## config.mk

```make
export PLATFORM = sky130hd
export DESIGN_NAME = pwm_timebase
export DESIGN_NICKNAME = d
export VERILOG_FILES = /design/src/rtl/pwm_tb_pkg.sv /design/src/rtl/pwm_prescale.sv /design/src/rtl/pwm_period.sv /design/src/rtl/pwm_outstage.sv /design/src/rtl/pwm_timebase.sv
export SDC_FILE = /design/constraint.sdc
export NUM_CORES = 1
export LEC_CHECK = 0
export BUFFER_PORTS_ARGS = -buffer_cell sky130_fd_sc_hd__buf_2
export CORE_UTILIZATION = 40
export DETAILED_ROUTE_END_ITERATION = 7
export GPL_TIMING_DRIVEN = 0
export PLACE_DENSITY_LB_ADDON = 0.15
export SLEW_MARGIN = 20
export SYNTH_ARGS = -nofsm -noshare
export SYNTH_HDL_FRONTEND = slang
export SYNTH_SLANG_ARGS = --single-unit
```

## constraint.sdc

```tcl
create_clock -name clk -period 3.4 [get_ports clk]
set_input_delay 0.68 -clock clk [delete_from_list [all_inputs] [get_ports clk]]
set_output_delay 0.68 -clock clk [all_outputs]
set_load 0.01 [all_outputs]
```

## src/rtl/pwm_tb_pkg.sv

```systemverilog
package pwm_tb_pkg;
  localparam int DIV_CODE_W = 3;
  localparam int NUM_PINS   = 2;

  typedef enum logic [1:0] {
    PIN_NONE = 2'b00,
    PIN_A    = 2'b01,
    PIN_B    = 2'b10,
    PIN_AB   = 2'b11
  } pin_sel_e;
endpackage

```

## src/rtl/pwm_prescale.sv

```systemverilog
module pwm_prescale #(
  parameter int CW = pwm_tb_pkg::DIV_CODE_W
) (
  input  logic          clk,
  input  logic          rst_n,
  input  logic          en,
  input  logic [CW-1:0] cdiv,
  input  logic [CW-1:0] hdiv,
  output logic          tick
);
  localparam int CCW = (1 << CW) - 1;  // coarse counter width (max 2^(2^CW-1)-1)
  localparam int HCW = CW + 1;         // high-speed counter width (max 2*(2^CW-1)-1)

  logic [CCW-1:0] c_q, c_lim;
  logic [HCW-1:0] h_q, h_lim;
  logic [CW-1:0]  cprev_q, hprev_q;
  logic           restart, c_wrap, h_wrap;

  always_comb begin
    c_lim   = CCW'((32'd1 << cdiv) - 32'd1);
    h_lim   = (hdiv == '0) ? '0 : ({hdiv, 1'b0} - HCW'(1));
    restart = (cdiv != cprev_q) || (hdiv != hprev_q);
    c_wrap  = (c_q >= c_lim);
    h_wrap  = (h_q >= h_lim);
    tick    = en && !restart && c_wrap && h_wrap;
  end

  always_ff @(posedge clk or negedge rst_n) begin
    if (!rst_n) begin
      c_q     <= '0;
      h_q     <= '0;
      cprev_q <= '0;
      hprev_q <= '0;
    end else begin
      cprev_q <= cdiv;
      hprev_q <= hdiv;
      if (!en || restart) begin
        c_q <= '0;
        h_q <= '0;
      end else if (c_wrap) begin
        c_q <= '0;
        h_q <= h_wrap ? '0 : h_q + HCW'(1);
      end else begin
        c_q <= c_q + CCW'(1);
      end
    end
  end
endmodule

```

## src/rtl/pwm_period.sv

```systemverilog
module pwm_period #(
  parameter int PW = 16,
  parameter int DW = 16
) (
  input  logic          clk,
  input  logic          rst_n,
  input  logic          en,
  input  logic          tick,
  input  logic [PW-1:0] period,
  input  logic [DW-1:0] duty,
  output logic [PW-1:0] cnt_q,
  output logic [PW-1:0] per_q,
  output logic          active
);
  localparam int PRW = PW + DW;        // full product width
  localparam int CMW = PW + DW - 15;   // compare width, room for duty above 100%

  logic [PRW-1:0] prod;
  logic [CMW-1:0] cmp_new, cmp_q;
  logic           wrap;

  always_comb begin
    prod    = PRW'(period) * PRW'(duty);
    cmp_new = CMW'(prod >> (DW - 1));
    wrap    = (per_q <= PW'(1)) || (cnt_q >= per_q - PW'(1));
    active  = (CMW'(cnt_q) < cmp_q);
  end

  always_ff @(posedge clk or negedge rst_n) begin
    if (!rst_n) begin
      cnt_q <= '0;
      per_q <= '0;
      cmp_q <= '0;
    end else if (!en) begin
      cnt_q <= '0;
      per_q <= period;
      cmp_q <= cmp_new;
    end else if (tick) begin
      if (wrap) begin
        cnt_q <= '0;
        per_q <= period;
        cmp_q <= cmp_new;
      end else begin
        cnt_q <= cnt_q + PW'(1);
      end
    end
  end
endmodule

```

## src/rtl/pwm_outstage.sv

```systemverilog
module pwm_outstage #(
  parameter int NCH = pwm_tb_pkg::NUM_PINS
) (
  input  logic           en,
  input  logic           active,
  input  logic           pol,
  input  logic [NCH-1:0] sel,
  output logic [NCH-1:0] pins
);
  for (genvar i = 0; i < NCH; i++) begin : g_pin
    assign pins[i] = (en && sel[i]) ? (active ^ pol) : pol;
  end
endmodule

```

## src/rtl/pwm_timebase.sv

```systemverilog
module pwm_timebase #(
  parameter int CW = pwm_tb_pkg::DIV_CODE_W,
  parameter int PW = 16,
  parameter int DW = 16
) (
  input  logic          clk,
  input  logic          rst_n,
  input  logic          en,
  input  logic [CW-1:0] coarse_div,
  input  logic [CW-1:0] hs_div,
  input  logic [PW-1:0] period,
  input  logic [DW-1:0] duty,
  input  logic [1:0]    out_sel,
  input  logic          pol,
  output logic          pwm_a,
  output logic          pwm_b
);
  import pwm_tb_pkg::*;

  logic          tick;
  logic          active;
  logic [PW-1:0] cnt_q, per_q;
  logic [1:0]    pins;
  pin_sel_e      sel_e;

  assign sel_e = pin_sel_e'(out_sel);

  pwm_prescale #(.CW(CW)) u_pre (
    .clk(clk), .rst_n(rst_n), .en(en),
    .cdiv(coarse_div), .hdiv(hs_div), .tick(tick)
  );

  pwm_period #(.PW(PW), .DW(DW)) u_per (
    .clk(clk), .rst_n(rst_n), .en(en), .tick(tick),
    .period(period), .duty(duty),
    .cnt_q(cnt_q), .per_q(per_q), .active(active)
  );

  pwm_outstage #(.NCH(2)) u_out (
    .en(en), .active(active), .pol(pol), .sel(sel_e), .pins(pins)
  );

  assign pwm_a = pins[0];
  assign pwm_b = pins[1];
endmodule

```

==> impl_results.md <==
- Area grow syn2layout: 27.5%
- Fmax: 0.171 GHz
- Core box area: 29900 um2
- RR Startpoint: u_per.per_q[6]$_DFFE_PN0P_
- Largest buffer count on any clock path: 2
- Drt total wl: 33000 um
- Number of global-route vias before repair: 9889
- Worst path depth: 23
- Area of the multi-input gates: 10100 um2
- Ys async rst share: 100%
- # placed instances: 1799
- Top cells by area, synth: fa_1 32%, ha_1 15%, dfrtp_1 14%
- DRC Markers: 0
- Post-Syn Instances: 1363
- Crit-path max cell delay: 0.58 ns
- Die Y: 177 um
- Die ar.: 31200 um2
- Initial DRT Pass Iterations: 5
- Cell family with most CP delay: adder cells
- Initial Util: 40.9%
- Proportion of synthesized area in mux cells: 0.0820%
- Final Hold Viols: 0
- Vias per inst: 4.99
- Hold_buf cts: 0
- Synth Flop Type: dfrtp_1
- Post-synth top cells: 241 x inv_1, 219 x nand2_1, 193 x fa_1
- Number of port buffers: 45
- Violated checks: negative setup slack
- Routed wire per std cell: 17.2 um
- Crit Path Max Fanout: 4
- Relative slew slack: 60.5%
- Initial drt markers: 393
- Gr usage total: 21.7%
- FF/Latch Area: 1650 um2
- CP Launch Point: period[3]
- IO Pins: 46
- Unrepaired setup endpoints after global routing: true
- Clock Latency Late Sink: 0.34 ns
- Clock sink count: 66
- H-Tree Level Count: 3
- ANT nets after route: 0
- Gr ovfl total: 0
- DP HPWL: 25500 um
- Worst R2R Setup Slack: 0.09 ns
- ANT cells: 0
- Fraction of layout cells with a size suffix above 1: 22.7%
- Synth Area in Compound Gates: 6.95%
- Count leader, synth: inv_1
- Syn Area/Cell: 8.96 um2
- Clock transition at path regs: 0.06 ns
- XOR/XNOR Fraction of Synth Area: 3.51%
- R2r worst-path depth: 16
- Reg-to-reg endpoint: u_per.cmp_q[11]$_DFFE_PN0P_
- Filler instances: 2734
- Setup_tns: -38.44 ns
- Synth Area in Adders: 47.1%
- CP Data Required Time: 3.62 ns
- Largest net degree at the start of global routing: 44
- Slew @ Worst Pin: 0.592 ns
- Final setup viols: 17
- Share of the synthesized area in the top cell type: 31.6%
- Warnings from Yosys: 0
- Min-Delay Path Class: input pin to async pin
- Clock skew: 0.00757 ns
- Sequential fraction of the synthesis area: 13.5%
- Simple-gate share of the synthesized area: 19.6%
- Largest family of logic cells by synthesized area: adder cells
- First-pass GRT wire length: 52100 um
- Routability Congestion: 0.835
- Minimum clock period: 5.84 ns
- Leak: 7.74 nW
- Worst-path cell chain: buf_12, clkbuf_16, and2_4, fa_1, inv_2, fa_1, inv_2, fa_1, fa_2, fa_1, inv_1, fa_1, inv_2, ha_4, a21o_1, a21oi_4, nor3b_4, a21boi_4, a31o_4, a21o_1, a21oi_2, xor2_1, o21ai_1
- Mapped cell area: 12200 um2
- Number of enable flip-flop cells after synthesis: 0
- Hold slack final: 0.245 ns
- Worst Setup End Kind: flip-flop
- Via count: 9542
- Setup ws final: -2.44 ns
- Max-slew violation count: 0
- CP Buf/Inv Count: 6
- Initial antenna violation count: 0
- Net Count, Synth: 1751
- Critical path class: input pin to flip-flop
- Max-Cap Viols: 0
- Crit path DAT: 6.06 ns
- CTS Buf Count: 9
- Synth Register Bits: 66
- CP dominant cell by count: fa_1
- Area leader, netlist: fa_1
- Post-Layout Cell Count: 1912
- TritonCTS clock tree: built
- Result of the run: finished, violations left
- Peak VDD IR: 1540 uV
- Die W: 177 um
- Post-route clock period utilization: 172%
- Critical path endpoint: u_per.cmp_q[7]$_DFFE_PN0P_
- Netlist cell types: 62
- Root buffer cell: clkbuf_16
- CP startpoint kind: input pin
- Slowest CP cell: fa_1
- Site Rows: 63
- Power density over cell area: 1100 nW/um2
- Nets@finish: 1905
-- worst register-to-register path, delay by kind of cell, from the launching register on --
kind	cells	cell delay (ns)
AOI/OAI and AO/OA	4	0.53
xor gates and xnor gates	1	0.13
adders and majority gates	1	0.19
buffers and inverters	2	0.30
DFF	1	0.41
and+or+nand+nor	8	1.64
-- layer usage --
| layer | track usage (%) | wire length, um | part of all wire (%) | up-vias |
|---|---|---|---|---|
| met3 | 2.47 | 1030 | 3.1 | 34 |
| met2 | 36.0 | 16000 | 48 | 154 |
| met1 | 30.4 | 15500 | 47 | 4811 |
| met5 | 0 | 0 | 0 | - |
| met4 | 4.56 | 512 | 1.6 | 0 |
| li1 | - | - | - | 4543 |
-- layout make-up --
type                    instances  share of cell area (%)
flip-flops and latches         66                    10.6
multi-input cells            1009                    64.6
clock inverters                 7                   0.490
plain buffers                  44                    5.17
repair buffers                146                    8.72
inverters                     241                    5.81
clock buffers                   9                    1.45
well taps                     390                    3.13
-- cells by family (layout without fill, tap and decap cells) --
| kind of cell | Yosys count | after routing |
|---|---|---|
| muxes | 1 | 1 |
| xor gates and xnor gates | 49 | 49 |
| and+or+nand+nor | 483 | 483 |
| AOI/OAI and AO/OA | 132 | 132 |
| buffers and inverters | 288 | 447 |
| DFF | 66 | 66 |
| adders and majority gates | 344 | 344 |
-- flip-flops by register name, summed over array words and instances, names as in the netlist --
register / count
u_pre.cprev_q: 3
u_pre.c_q: 7
u_per.cmp_q: 17
u_per.cnt_q: 16
u_per.per_q: 16
u_pre.h_q: 4
u_pre.hprev_q: 3
-- power by group --
group	switching [mW]	internal (mW)	total, mW
clock	0.376	0.574	0.949
sequential	0.0887	0.940	1.03
combinational	7.69	7.43	15.1
total	8.16	8.95	17.1
-- repair_timing --
action / in CTS / in global routing
cloned: 1 / 0
gates resized for setup: 187 / 107
setup buffers: 62 / 37
pin swaps: 60 / 73
setup endpoints to repair: 44 / 53
-- cells in the final DEF, fill, tap and decap left out, drive strengths merged, types with 4 or more instances in the layout --
cell type  count
nand2b        17
nor3          17
xnor2         27
a21oi         25
nor2b          8
nand3         20
dfrtp         66
nand2        219
buf          159
o31ai          6
fa           193
inv          244
nor2          43
a211oi         4
ha           151
and3          14
a31oi          6
xor2          22
clkbuf        40
o21ai         58
a21o          14
and2         121
nand4          8
-- worst min path at each step --
stage / endpoint / slack (ns)
2_1_floorplan: u_per.cmp_q[0]$_DFFE_PN0P_ / 0.38
3_3_place_gp: u_per.cmp_q[7]$_DFFE_PN0P_ / 0.47
3_5_place_dp: u_per.cmp_q[1]$_DFFE_PN0P_ / 0.48
4_1_cts: u_per.cnt_q[10]$_DFFE_PN0P_ / 0.25
5_1_grt: u_per.cnt_q[10]$_DFFE_PN0P_ / 0.26
6_report: u_per.cnt_q[10]$_DFFE_PN0P_ / 0.24
-- metrics by stage --
step	power, mW	instance area, um2	setup WS [ns]	utilization [%]
6_report	17.1	15600	-2.44	52.1
5_1_grt	18.7	15600	-2.63	52.1
4_1_cts	15.1	14900	-2.56	49.9
3_5_place_dp	11.8	13200	-3.44	44.1
3_3_place_gp	11.8	13200	-3.39	44.0
2_1_floorplan	9.36	12400	-2.49	-
Note: power is estimated with default switching activity, not from simulation.
